### src/rtl/clk_lane_pkg.sv
package clk_lane_pkg;
  localparam int NF = 7;
  localparam int F_LPX   = 0;
  localparam int F_PREP  = 1;
  localparam int F_ZERO  = 2;
  localparam int F_PRE   = 3;
  localparam int F_POST  = 4;
  localparam int F_TRAIL = 5;
  localparam int F_EXIT  = 6;

  typedef enum logic [3:0] {
    ST_STOP, ST_LPRQ, ST_PREP, ST_ZERO, ST_PRE,
    ST_RUN, ST_POST, ST_TRAIL, ST_EXIT
  } lane_st_e;
endpackage

### src/rtl/cfg_guard.sv
module cfg_guard #(
  parameter int CW = 8,
  parameter int NF = 7,
  parameter logic [NF*CW-1:0] MIN_VEC = '0
) (
  input  logic          clk_i,
  input  logic          rst_ni,
  input  logic [CW-1:0] raw_i [NF],
  output logic [CW-1:0] eff_o [NF],
  output logic          err_o
);
  logic [NF-1:0] low;

  for (genvar g = 0; g < NF; g++) begin : g_fld
    localparam logic [CW-1:0] FLOOR = (MIN_VEC[g*CW +: CW] == '0) ? CW'(1) : MIN_VEC[g*CW +: CW];
    assign low[g]   = raw_i[g] < FLOOR;
    assign eff_o[g] = low[g] ? FLOOR : raw_i[g];
  end

  always_ff @(posedge clk_i or negedge rst_ni) begin
    if (!rst_ni) err_o <= 1'b0;
    else         err_o <= |low;
  end
endmodule

### src/rtl/phase_timer.sv
module phase_timer #(
  parameter int CW = 8
) (
  input  logic          clk_i,
  input  logic          rst_ni,
  input  logic          load_i,
  input  logic [CW-1:0] len_i,
  output logic          done_o
);
  logic [CW-1:0] cnt_q;

  always_ff @(posedge clk_i or negedge rst_ni) begin
    if (!rst_ni)            cnt_q <= '0;
    else if (load_i)        cnt_q <= len_i;
    else if (cnt_q != '0)   cnt_q <= cnt_q - 1'b1;
  end

  // last cycle of a phase of len_i cycles
  assign done_o = (cnt_q == CW'(1));

  assert_no_wrap_R2: assert property (@(posedge clk_i) disable iff (!rst_ni)
    (!load_i && cnt_q == '0) |=> cnt_q == '0);
endmodule

### src/rtl/clk_lane_seq.sv
module clk_lane_seq
  import clk_lane_pkg::*;
#(
  parameter int CW        = 8,
  parameter int LPX_MIN   = 13,
  parameter int PREP_MIN  = 10,
  parameter int ZERO_MIN  = 1,
  parameter int PRE_MIN   = 2,
  parameter int POST_MIN  = 15,
  parameter int TRAIL_MIN = 15,
  parameter int EXIT_MIN  = 25
) (
  input  logic          clk_i,
  input  logic          rst_ni,
  input  logic          hs_req_i,
  input  logic [CW-1:0] lpx_cyc_i,
  input  logic [CW-1:0] prep_cyc_i,
  input  logic [CW-1:0] zero_cyc_i,
  input  logic [CW-1:0] pre_cyc_i,
  input  logic [CW-1:0] post_cyc_i,
  input  logic [CW-1:0] trail_cyc_i,
  input  logic [CW-1:0] exit_cyc_i,
  output logic [1:0]    lp_o,
  output logic          hs_en_o,
  output logic          hs_zero_o,
  output logic          clk_run_o,
  output logic          cfg_err_o
);
  localparam logic [NF*CW-1:0] MIN_VEC = {
    CW'(EXIT_MIN), CW'(TRAIL_MIN), CW'(POST_MIN), CW'(PRE_MIN),
    CW'(ZERO_MIN), CW'(PREP_MIN), CW'(LPX_MIN)};

  logic [CW-1:0] raw [NF];
  logic [CW-1:0] eff [NF];
  logic [CW-1:0] prep_len, exit_len, load_len;
  logic          load, done;
  lane_st_e      st_q, st_d;

  assign raw[F_LPX]   = lpx_cyc_i;
  assign raw[F_PREP]  = prep_cyc_i;
  assign raw[F_ZERO]  = zero_cyc_i;
  assign raw[F_PRE]   = pre_cyc_i;
  assign raw[F_POST]  = post_cyc_i;
  assign raw[F_TRAIL] = trail_cyc_i;
  assign raw[F_EXIT]  = exit_cyc_i;

  cfg_guard #(.CW(CW), .NF(NF), .MIN_VEC(MIN_VEC)) u_guard (
    .clk_i, .rst_ni, .raw_i(raw), .eff_o(eff), .err_o(cfg_err_o));

  // low-power states never shorter than the low-power period
  assign prep_len = (eff[F_PREP] > eff[F_LPX]) ? eff[F_PREP] : eff[F_LPX];
  assign exit_len = (eff[F_EXIT] > eff[F_LPX]) ? eff[F_EXIT] : eff[F_LPX];

  phase_timer #(.CW(CW)) u_timer (
    .clk_i, .rst_ni, .load_i(load), .len_i(load_len), .done_o(done));

  always_comb begin
    st_d     = st_q;
    load     = 1'b0;
    load_len = eff[F_LPX];
    unique case (st_q)
      ST_STOP:  if (hs_req_i) begin st_d = ST_LPRQ; load = 1'b1; end
      ST_LPRQ:  if (done) begin st_d = ST_PREP; load = 1'b1; load_len = prep_len; end
      ST_PREP:  if (done) begin st_d = ST_ZERO; load = 1'b1; load_len = eff[F_ZERO]; end
      ST_ZERO:  if (done) begin st_d = ST_PRE;  load = 1'b1; load_len = eff[F_PRE]; end
      ST_PRE:   if (done) st_d = ST_RUN;
      ST_RUN:   if (!hs_req_i) begin st_d = ST_POST; load = 1'b1; load_len = eff[F_POST]; end
      ST_POST:  if (done) begin st_d = ST_TRAIL; load = 1'b1; load_len = eff[F_TRAIL]; end
      ST_TRAIL: if (done) begin st_d = ST_EXIT; load = 1'b1; load_len = exit_len; end
      ST_EXIT:  if (done) begin
                  st_d = hs_req_i ? ST_LPRQ : ST_STOP;
                  load = hs_req_i;
                end
      default:  st_d = ST_STOP;
    endcase
  end

  always_ff @(posedge clk_i or negedge rst_ni) begin
    if (!rst_ni) st_q <= ST_STOP;
    else         st_q <= st_d;
  end

  always_comb begin
    unique case (st_q)
      ST_STOP, ST_EXIT: lp_o = 2'b11;
      ST_LPRQ:          lp_o = 2'b01;
      default:          lp_o = 2'b00;
    endcase
  end
  assign hs_en_o   = st_q inside {ST_ZERO, ST_PRE, ST_RUN, ST_POST, ST_TRAIL};
  assign hs_zero_o = st_q inside {ST_ZERO, ST_TRAIL};
  assign clk_run_o = st_q inside {ST_RUN, ST_POST};

  assert_bridge_before_hs_R2: assert property (@(posedge clk_i) disable iff (!rst_ni)
    $rose(hs_en_o) |-> $past(lp_o) == 2'b00);
  assert_run_after_toggle_R4: assert property (@(posedge clk_i) disable iff (!rst_ni)
    $rose(clk_run_o) |-> $past(hs_en_o && !hs_zero_o));
  assert_trail_after_run_R5: assert property (@(posedge clk_i) disable iff (!rst_ni)
    $fell(clk_run_o) |-> hs_en_o && hs_zero_o);
  assert_stop_after_hs_R6: assert property (@(posedge clk_i) disable iff (!rst_ni)
    $fell(hs_en_o) |-> lp_o == 2'b11);
  assert_idle_R9: assert property (@(posedge clk_i) disable iff (!rst_ni)
    (lp_o == 2'b11 && !hs_req_i && $past(lp_o) == 2'b11 && !$past(hs_en_o)) |=> lp_o != 2'b00);
endmodule

### config.mk
export PLATFORM = sky130hd
export DESIGN_NAME = clk_lane_seq
export DESIGN_NICKNAME = d
export VERILOG_FILES = /design/src/rtl/clk_lane_pkg.sv /design/src/rtl/cfg_guard.sv /design/src/rtl/phase_timer.sv /design/src/rtl/clk_lane_seq.sv
export SDC_FILE = /design/constraint.sdc
export NUM_CORES = 1
export LEC_CHECK = 0
export BUFFER_PORTS_ARGS = -buffer_cell sky130_fd_sc_hd__buf_2
export CORE_ASPECT_RATIO = 0.9
export CORE_MARGIN = 5
export CORE_UTILIZATION = 54
export CTS_CLUSTER_DIAMETER = 150
export CTS_CLUSTER_SIZE = 25
export DETAILED_ROUTE_END_ITERATION = 8
export PLACE_DENSITY = 0.82
export SETUP_SLACK_MARGIN = 0.05
export SYNTH_ARGS = -nofsm -noshare
export SYNTH_HDL_FRONTEND = slang
export SYNTH_SLANG_ARGS = --single-unit
### constraint.sdc
create_clock -name clk_i -period 2.6 [get_ports clk_i]
set_input_delay 0.52 -clock clk_i [delete_from_list [all_inputs] [get_ports clk_i]]
set_output_delay 0.52 -clock clk_i [all_outputs]
set_load 0.02 [all_outputs]
==> results.json, run 1 <==
{
  "rows": 23,
  "cellLeakagePower_nw": 1.53,
  "p_seq_share_pct": 18.6,
  "dr.pass1.iters": 7,
  "switching_share_pct": 50.7,
  "io_buffers": 64,
  "hold_class": "in2async",
  "synth-seq-cells": 13,
  "synth_edf_count": 0,
  "max_slew.worst_pin.slew_ps": 902,
  "tns_ps": -732,
  "fin_skew_ps": 4.25,
  "dr.first_iter.drc_count": 441,
  "power_frac_comb_pct": 72.8,
  "first_global_vias": 3218,
  "worst_setup_path_start_kind": "input port",
  "antenna_found_initial": 0,
  "final_cells": 503,
  "numCtsBuffers": 3,
  "fin_util_pct": 80.2,
  "synthCells": 331,
  "setup-violations-final": 8,
  "min_period_over_period_pct": 106,
  "core_mm2": 0.00440,
  "final_max_slew_viol_count": 0,
  "path_max_fanout": 6,
  "p_switching_mw": 1.13,
  "violations": "setup timing",
  "vdd_drop_max_mv": 0.328,
  "async_flop_share_pct": 100,
  "h-tree-depth": 1,
  "maxCapViolCount": 0,
  "cp.arrival_ps": 2890,
  "overflow": 0,
  "cts_tree": "yes",
  "fin_ws_ps": -164,
  "fp.dieArea_mm2": 0.00593,
  "antenna_cells": 0,
  "rsz0062_at_grt": "true",
  "fin_hold_ws_ps": 167,
  "synthDistinctLibCells": 64,
  "drive_gt1_share_pct": 42.4,
  "fill_cells": 304,
  "internal-power_mw": 1.10,
  "placed_area_mm2": 0.00318,
  "dp_cells": 489,
  "netlist_area_mm2": 0.00242,
  "viasPerCell": 6.76,
  "drc": 0,
  "path_clk_slew_ps": 60,
  "die-width_um": 80.6,
  "ys_warn_count": 0,
  "yosys_most_used_dff": "dfrtp_1",
  "grt_max_degree": 18,
  "synth_fp_nets": 408,
  "end_kind": "register",
  "path_class": "in2reg",
  "clkSinkCount": 13,
  "final_area_mm2": 0.00353,
  "grt_first_pass_wirelength_mm": 15.5,
  "synth.avg_cell_area_um2": 7.33,
  "relSlewSlack_pct": 39.0,
  "power_mw": 2.23,
  "die_h_um": 73.6,
  "max_freq_ghz": 0.362,
  "ys_seq_area_share_pct": 13.4,
  "status": "complete, but fails checks",
  "root_buffer": "clkbuf_8",
  "place_ws_ps": -392,
  "gp_congestion": 0.982,
  "critPathRequiredTime_ps": 2730,
  "start_util_pct": 55.1,
  "track_usage_pct": 33.6,
  "hold_viol": 0,
  "io_pins": 65,
  "cts_hold_buf": 0,
  "dp_hpwl_mm": 7.33,
  "num_vias": 3399,
  "postRouteAntennaNets": 0,
  "powerDensity_mw_per_mm2": 632,
  "pwr-share-clk_pct": 8.6,
  "nNetsFinal": 519,
  "areaGrowthSynthToFinish_pct": 45.6,
  "clock_latency_ps": 250,
  "wl_per_cell_um": 20.7,
  "cts_buffer_depth": 2,
  "fin_crit_ps": 2760,
  "drt-total-wl_mm": 10.4
}
[registers in the layout, indices dropped and copies added, names as in the netlist]
| register | count |
|---|---|
| st_q | 4 |
| u_guard.err_o | 1 |
| u_timer.cnt_q | 8 |
[routing by layer]
metal | vias to the layer above | global-route usage [%] | wire length [um]
met5 | - | 0 | 0
met4 | 0 | 16.3 | 587
met3 | 60 | 7.60 | 1190
met2 | 284 | 55.7 | 4750
met1 | 1553 | 41.1 | 3870
li1 | 1502 | - | -
[final cells by class]
cell class,instances,area (um2),share of cell area [%]
multi-input cells,287,2210,62.7
repair buffers,127,830,23.5
flip-flops and latches,13,327,9.25
well taps,62,77.6,2.20
clock buffers,4,45.0,1.28
inverters,10,37.5,1.06
[Yosys cell counts, types with 2 or more instances]
master     n  area, um2
o21ai_0   25        125
buf_2      4       20.0
and4_1     3       26.3
nand4_1    4       25.0
nor4_1     6       37.5
a211oi_1  11       82.6
a22oi_1    4       30.0
ha_1      18        225
a221oi_1   2       17.5
a21o_1     2       15.0
nor4b_1    2       17.5
a211o_1    4       35.0
mux2_2     2       22.5
mux2i_1   10        100
nor4b_2    2       30.0
a32oi_1    3       26.3
nor2_1    24       90.1
a21boi_0   5       37.5
or2_2      6       37.5
a311oi_1   3       26.3
nor3_1    17       85.1
inv_1     10       37.5
nand4b_1   2       17.5
and2_1     2       12.5
clkbuf_1  15       56.3
xnor2_1    5       43.8
nor2b_1    2       12.5
a21oi_1   21        105
nand3_1    6       30.0
xor2_1     3       26.3
a211oi_2   2       25.0
or4_1      3       22.5
nand2b_1   9       56.3
or3b_2     3       26.3
nand2_1   30        113
o221ai_1   2       17.5
nor3b_1    3       22.5
a31oi_1   10       62.6
o211ai_1   7       52.6
dfrtp_1   13        325
o21a_1     3       22.5
[critical path: stages]
cell and delay [ps]:
buf_2 120, nor3_2 60, buf_4 150, or2_2 310, ha_1 240, a21oi_1 240, o21ai_0 170, o221ai_2 270
buf_4 170, mux2_2 340, a211oi_2 210, a221oi_2 90
[kinds of logic (layout without fill, tap and decap cells)]
| group | after synthesis | in the layout | share of synthesized area [%] |
|---|---|---|---|
| buffers and inverters | 31 | 141 | 5.47 |
| xor gates and xnor gates | 8 | 8 | 2.89 |
| DFF | 13 | 13 | 13.4 |
| AOI/OAI and AO/OA | 115 | 115 | 32.4 |
| and+or+nand+nor | 133 | 133 | 30.9 |
| adders and majority gates | 18 | 18 | 9.29 |
| muxes | 13 | 13 | 5.68 |
[worst paths after layout]
kind / slack (ps) / endpoint / cells past startpoint / startpoint
min in group clk_i: 730 / u_timer.cnt_q[4]$_DFFE_PN0P_ / 4 / prep_cyc_i[4]
worst min-delay path: 170 / st_q[3]$_DFFE_PN0P_ / 1 / rst_ni
worst min register to register: 730 / u_timer.cnt_q[7]$_DFFE_PN0P_ / 3 / u_timer.cnt_q[7]$_DFFE_PN0P_
worst max register to register: 120 / u_timer.cnt_q[6]$_DFFE_PN0P_ / 8 / u_timer.cnt_q[0]$_DFFE_PN0P_
worst max-delay path: -160 / u_timer.cnt_q[6]$_DFFE_PN0P_ / 12 / exit_cyc_i[7]
max in group asynchronous: 2160 / st_q[2]$_DFFE_PN0P_ / 1 / rst_ni
[power by group through the flow]
stage | sequential (mW) | combinational, mW | clock [mW]
2_1_floorplan | 0.353 | 1.00 | 0
3_3_place_gp | 0.403 | 1.40 | 0
3_5_place_dp | 0.408 | 1.43 | 0
4_1_cts | 0.405 | 1.48 | 0.191
5_1_grt | 0.429 | 1.74 | 0.198
6_report | 0.414 | 1.62 | 0.193
[layout by cell type, fill, tap and decap left out, types with 5 or more instances in the layout]
cell type | netlist | layout
a211oi_2 | 2 | 5
ha_1 | 18 | 12
ha_4 | 0 | 6
o211ai_1 | 7 | 7
a21oi_1 | 21 | 19
buf_6 | 1 | 5
nand2b_1 | 9 | 9
a31oi_1 | 10 | 8
nor4_1 | 6 | 5
xnor2_1 | 5 | 5
a211oi_1 | 11 | 8
nand3_1 | 6 | 5
nand2_1 | 30 | 27
nor2_1 | 24 | 21
inv_1 | 10 | 9
mux2i_1 | 10 | 10
nor3_1 | 17 | 14
buf_4 | 1 | 59
dfrtp_1 | 13 | 12
or2_2 | 6 | 5
o21ai_0 | 25 | 20
buf_2 | 4 | 62
[what timing repair did]
item	CTS	global route
gates cloned	0	0
buffers inserted	8	3
pin swaps	19	14
gates resized for setup	28	16
endpoints found under the setup margin	7	9
Power figures use the tool's default switching activity.
==> inputs of run 2 (changes only) <==
--- a/config.mk
+++ b/config.mk
@@ -5,6 +5,7 @@
 export SDC_FILE = /design/constraint.sdc
 export NUM_CORES = 1
 export LEC_CHECK = 0
+export ABC_AREA = 1
 export BUFFER_PORTS_ARGS = -buffer_cell sky130_fd_sc_hd__buf_2
 export CORE_ASPECT_RATIO = 0.9
 export CORE_MARGIN = 5
==> run 2 against run 1 <==
  * Non-clock buffer count fell by 44
  * Clock power fell by 5%
  * Register-to-register slack better by 400 ps
  * Wire length decreased by 26%
  * The run now ends clean
  * Cell count up 15%
  * Combinational power about the same
  * Die area up 0.81%
  * Flip-flop and latch count did not move
  * Highest routed layer unchanged
==> results.json, run 2 <==
{
  "status": "finished, final reports clean",
  "num_vias": 3121,
  "areaGrowthSynthToFinish_pct": 22.7,
  "relSlewSlack_pct": 68.1,
  "drc": 0,
  "hold_viol": 0,
  "synth.avg_cell_area_um2": 5.57,
  "start_util_pct": 55.2,
  "ys_warn_count": 0,
  "synth-seq-cells": 13,
  "crit_start": "lpx_cyc_i[3]",
  "grt_max_degree": 20,
  "path_clk_slew_ps": 60,
  "critPathRequiredTime_ps": 2770,
  "post_cts_buffers": 0,
  "rr_worst_depth": 11,
  "synthCells": 439,
  "critPathCapture": "u_timer.cnt_q[5]$_DFFE_PN0P_",
  "cts_hold_buf": 0,
  "nNetsFinal": 592,
  "fp.dieArea_mm2": 0.00598,
  "hold_class": "in2async",
  "path_class": "in2reg",
  "ff2ff_setup_slack_ps": 520,
  "largest_reg_flops": 8,
  "yosysTopAreaCell": "nand2_1",
  "yosysTopAreaCellShare_pct": 19.2,
  "max_freq_ghz": 0.427,
  "async_flop_share_pct": 100,
  "fin_ws_ps": 256,
  "min_period_over_period_pct": 90.1,
  "cts_tree": "yes",
  "yosys_most_used_dff": "dfrtp_1",
  "first_global_vias": 2877,
  "h-tree-depth": 1,
  "rsz0062_at_grt": "false",
  "fin_skew_ps": 1.73,
  "clock_latency_ps": 240,
  "wl_per_cell_um": 13.3,
  "antenna_found_initial": 0,
  "cellLeakagePower_nw": 1.70,
  "max_slew.worst_pin.slew_ps": 479,
  "cp.arrival_ps": 2510,
  "end_kind": "register",
  "synth_common_cells": "nand2_1 (125), inv_1 (68), nand3_1 (50)",
  "dp_hpwl_mm": 6.31,
  "synth_edf_count": 0,
  "final_area_mm2": 0.00300,
  "netlist_area_mm2": 0.00245,
  "dr.first_iter.drc_count": 291,
  "cts_buffer_depth": 2,
  "synthDistinctLibCells": 41,
  "worst_setup_path_start_kind": "input port",
  "viasPerCell": 5.42,
  "placed_area_mm2": 0.00293,
  "gp_congestion": 0.997,
  "io_buffers": 64,
  "final_cell_mix": "nand2_1 (122), inv_1 (68), buf_2 (64)",
  "grt_first_pass_wirelength_mm": 12.4,
  "final_max_slew_viol_count": 0,
  "largest-register": "u_timer.cnt_q",
  "die_h_um": 73.9,
  "maxCapViolCount": 0,
  "antenna_cells": 0,
  "rows": 23,
  "drive_gt1_share_pct": 22.4,
  "synth_fp_nets": 516,
  "track_usage_pct": 26.1,
  "vdd_drop_max_mv": 0.381,
  "reg2reg_from": "u_timer.cnt_q[1]$_DFFE_PN0P_",
  "path_max_fanout": 5,
  "die-width_um": 81.0,
  "overflow": 0,
  "core_mm2": 0.00443,
  "dr.pass1.iters": 6,
  "ys_seq_area_share_pct": 13.3,
  "root_buffer": "clkbuf_8",
  "r2r-end": "u_timer.cnt_q[5]$_DFFE_PN0P_",
  "clkSinkCount": 13,
  "io_pins": 65,
  "final_common_cell": "nand2_1",
  "setup-violations-final": 0,
  "drt-total-wl_mm": 7.65,
  "postRouteAntennaNets": 0,
  "reg_top3": "u_timer.cnt_q: 8 flops, st_q: 4 flops, u_guard.err_o: 1 flops",
  "ctsResizeCount": 0,
  "powerDensity_mw_per_mm2": 731,
  "synth_area_leaders": "nand2_1 (19%), dfrtp_1 (13%), inv_1 (10%)",
  "numCtsBuffers": 3,
  "place_ws_ps": -40.0,
  "yosysMostFrequentCell": "nand2_1",
  "fin_crit_ps": 2340
}
## run 2: cell count changes in the layout (fill, tap and decap cells not counted), moves of 7 or more
cell	previous run	this run
nand2b_1	9	0
buf_4	59	19
nand3_1	5	50
inv_1	9	68
nor3_1	14	2
nand3b_1	1	8
a21oi_1	19	33
mux2i_1	10	0
nor2_1	21	39
nand2_1	27	122
a211oi_1	8	1
a31oi_1	8	0
## run 2: layer usage
layer | up-vias | track usage [%] | wire, um
li1 | 1569 | - | -
met1 | 1380 | 33.2 | 3260
met2 | 146 | 45.5 | 3590
met3 | 26 | 3.43 | 555
met4 | 0 | 8.26 | 242
met5 | - | 0 | 0
## run 2: worst min path at each step
stage / startpoint / end / slack, ps / cells past startpoint
final: rst_ni / u_timer.cnt_q[3]$_DFFE_PN0P_ / 160 / 1
after global routing: rst_ni / u_timer.cnt_q[1]$_DFFE_PN0P_ / 170 / 1
after CTS: rst_ni / u_timer.cnt_q[3]$_DFFE_PN0P_ / 170 / 1
after detailed placement: rst_ni / u_timer.cnt_q[3]$_DFFE_PN0P_ / 420 / 1
after global placement: rst_ni / u_timer.cnt_q[2]$_DFFE_PN0P_ / 420 / 1
after floorplan: rst_ni / st_q[0]$_DFFE_PN0P_ / 220 / 0
## run 2: cells by family after synthesis
| kind of cell | count (synthesis) | share of synthesized area [%] |
|---|---|---|
| xor+xnor | 2 | 0.716 |
| simple gates | 244 | 44.6 |
| flops | 13 | 13.3 |
| fa+ha+maj | 18 | 9.20 |
| buf+inv | 85 | 14.1 |
| compound gates | 77 | 18.1 |
## run 2: worst max-delay path: stages
cell	delay [ps]
buf_2	100
nand2_1	60
nor2_1	210
nor3_4	80
nor2_1	250
ha_1	290
nand2_1	60
inv_1	50
o21ai_0	70
nand2_1	60
nand2_1	70
nand2_2	90
buf_4	160
nand3b_1	100
nand3_1	100
nand3_1	80
nand2_1	60
a21oi_1	120
## run 2: report_power, final
part,internal (mW),switching (mW)
registers,0.299,0.0933
clock network,0.106,0.0779
logic,0.584,1.03
total,0.989,1.21
## run 2: area by class of cell
cell class | count | area [um2]
multi-input combinational | 341 | 1810
fill | 435 | 1430
timing repair buffer | 83 | 463
sequential | 13 | 325
inverter | 73 | 277
tap | 62 | 77.6
clock buffer | 3 | 41.3
clock inverter | 1 | 5.00
## run 2: metrics by stage
step	hold WS, ps	power [mW]	utilization [%]	std cells	TNS, ps
5_1_grt	165	2.42	67.8	576	0
4_1_cts	165	2.15	67.1	576	0
3_3_place_gp	419	1.93	66.0	572	-2.11
6_report	155	2.19	67.8	576	0
2_1_floorplan	224	1.59	-	439	0
3_5_place_dp	424	1.96	66.0	572	-206
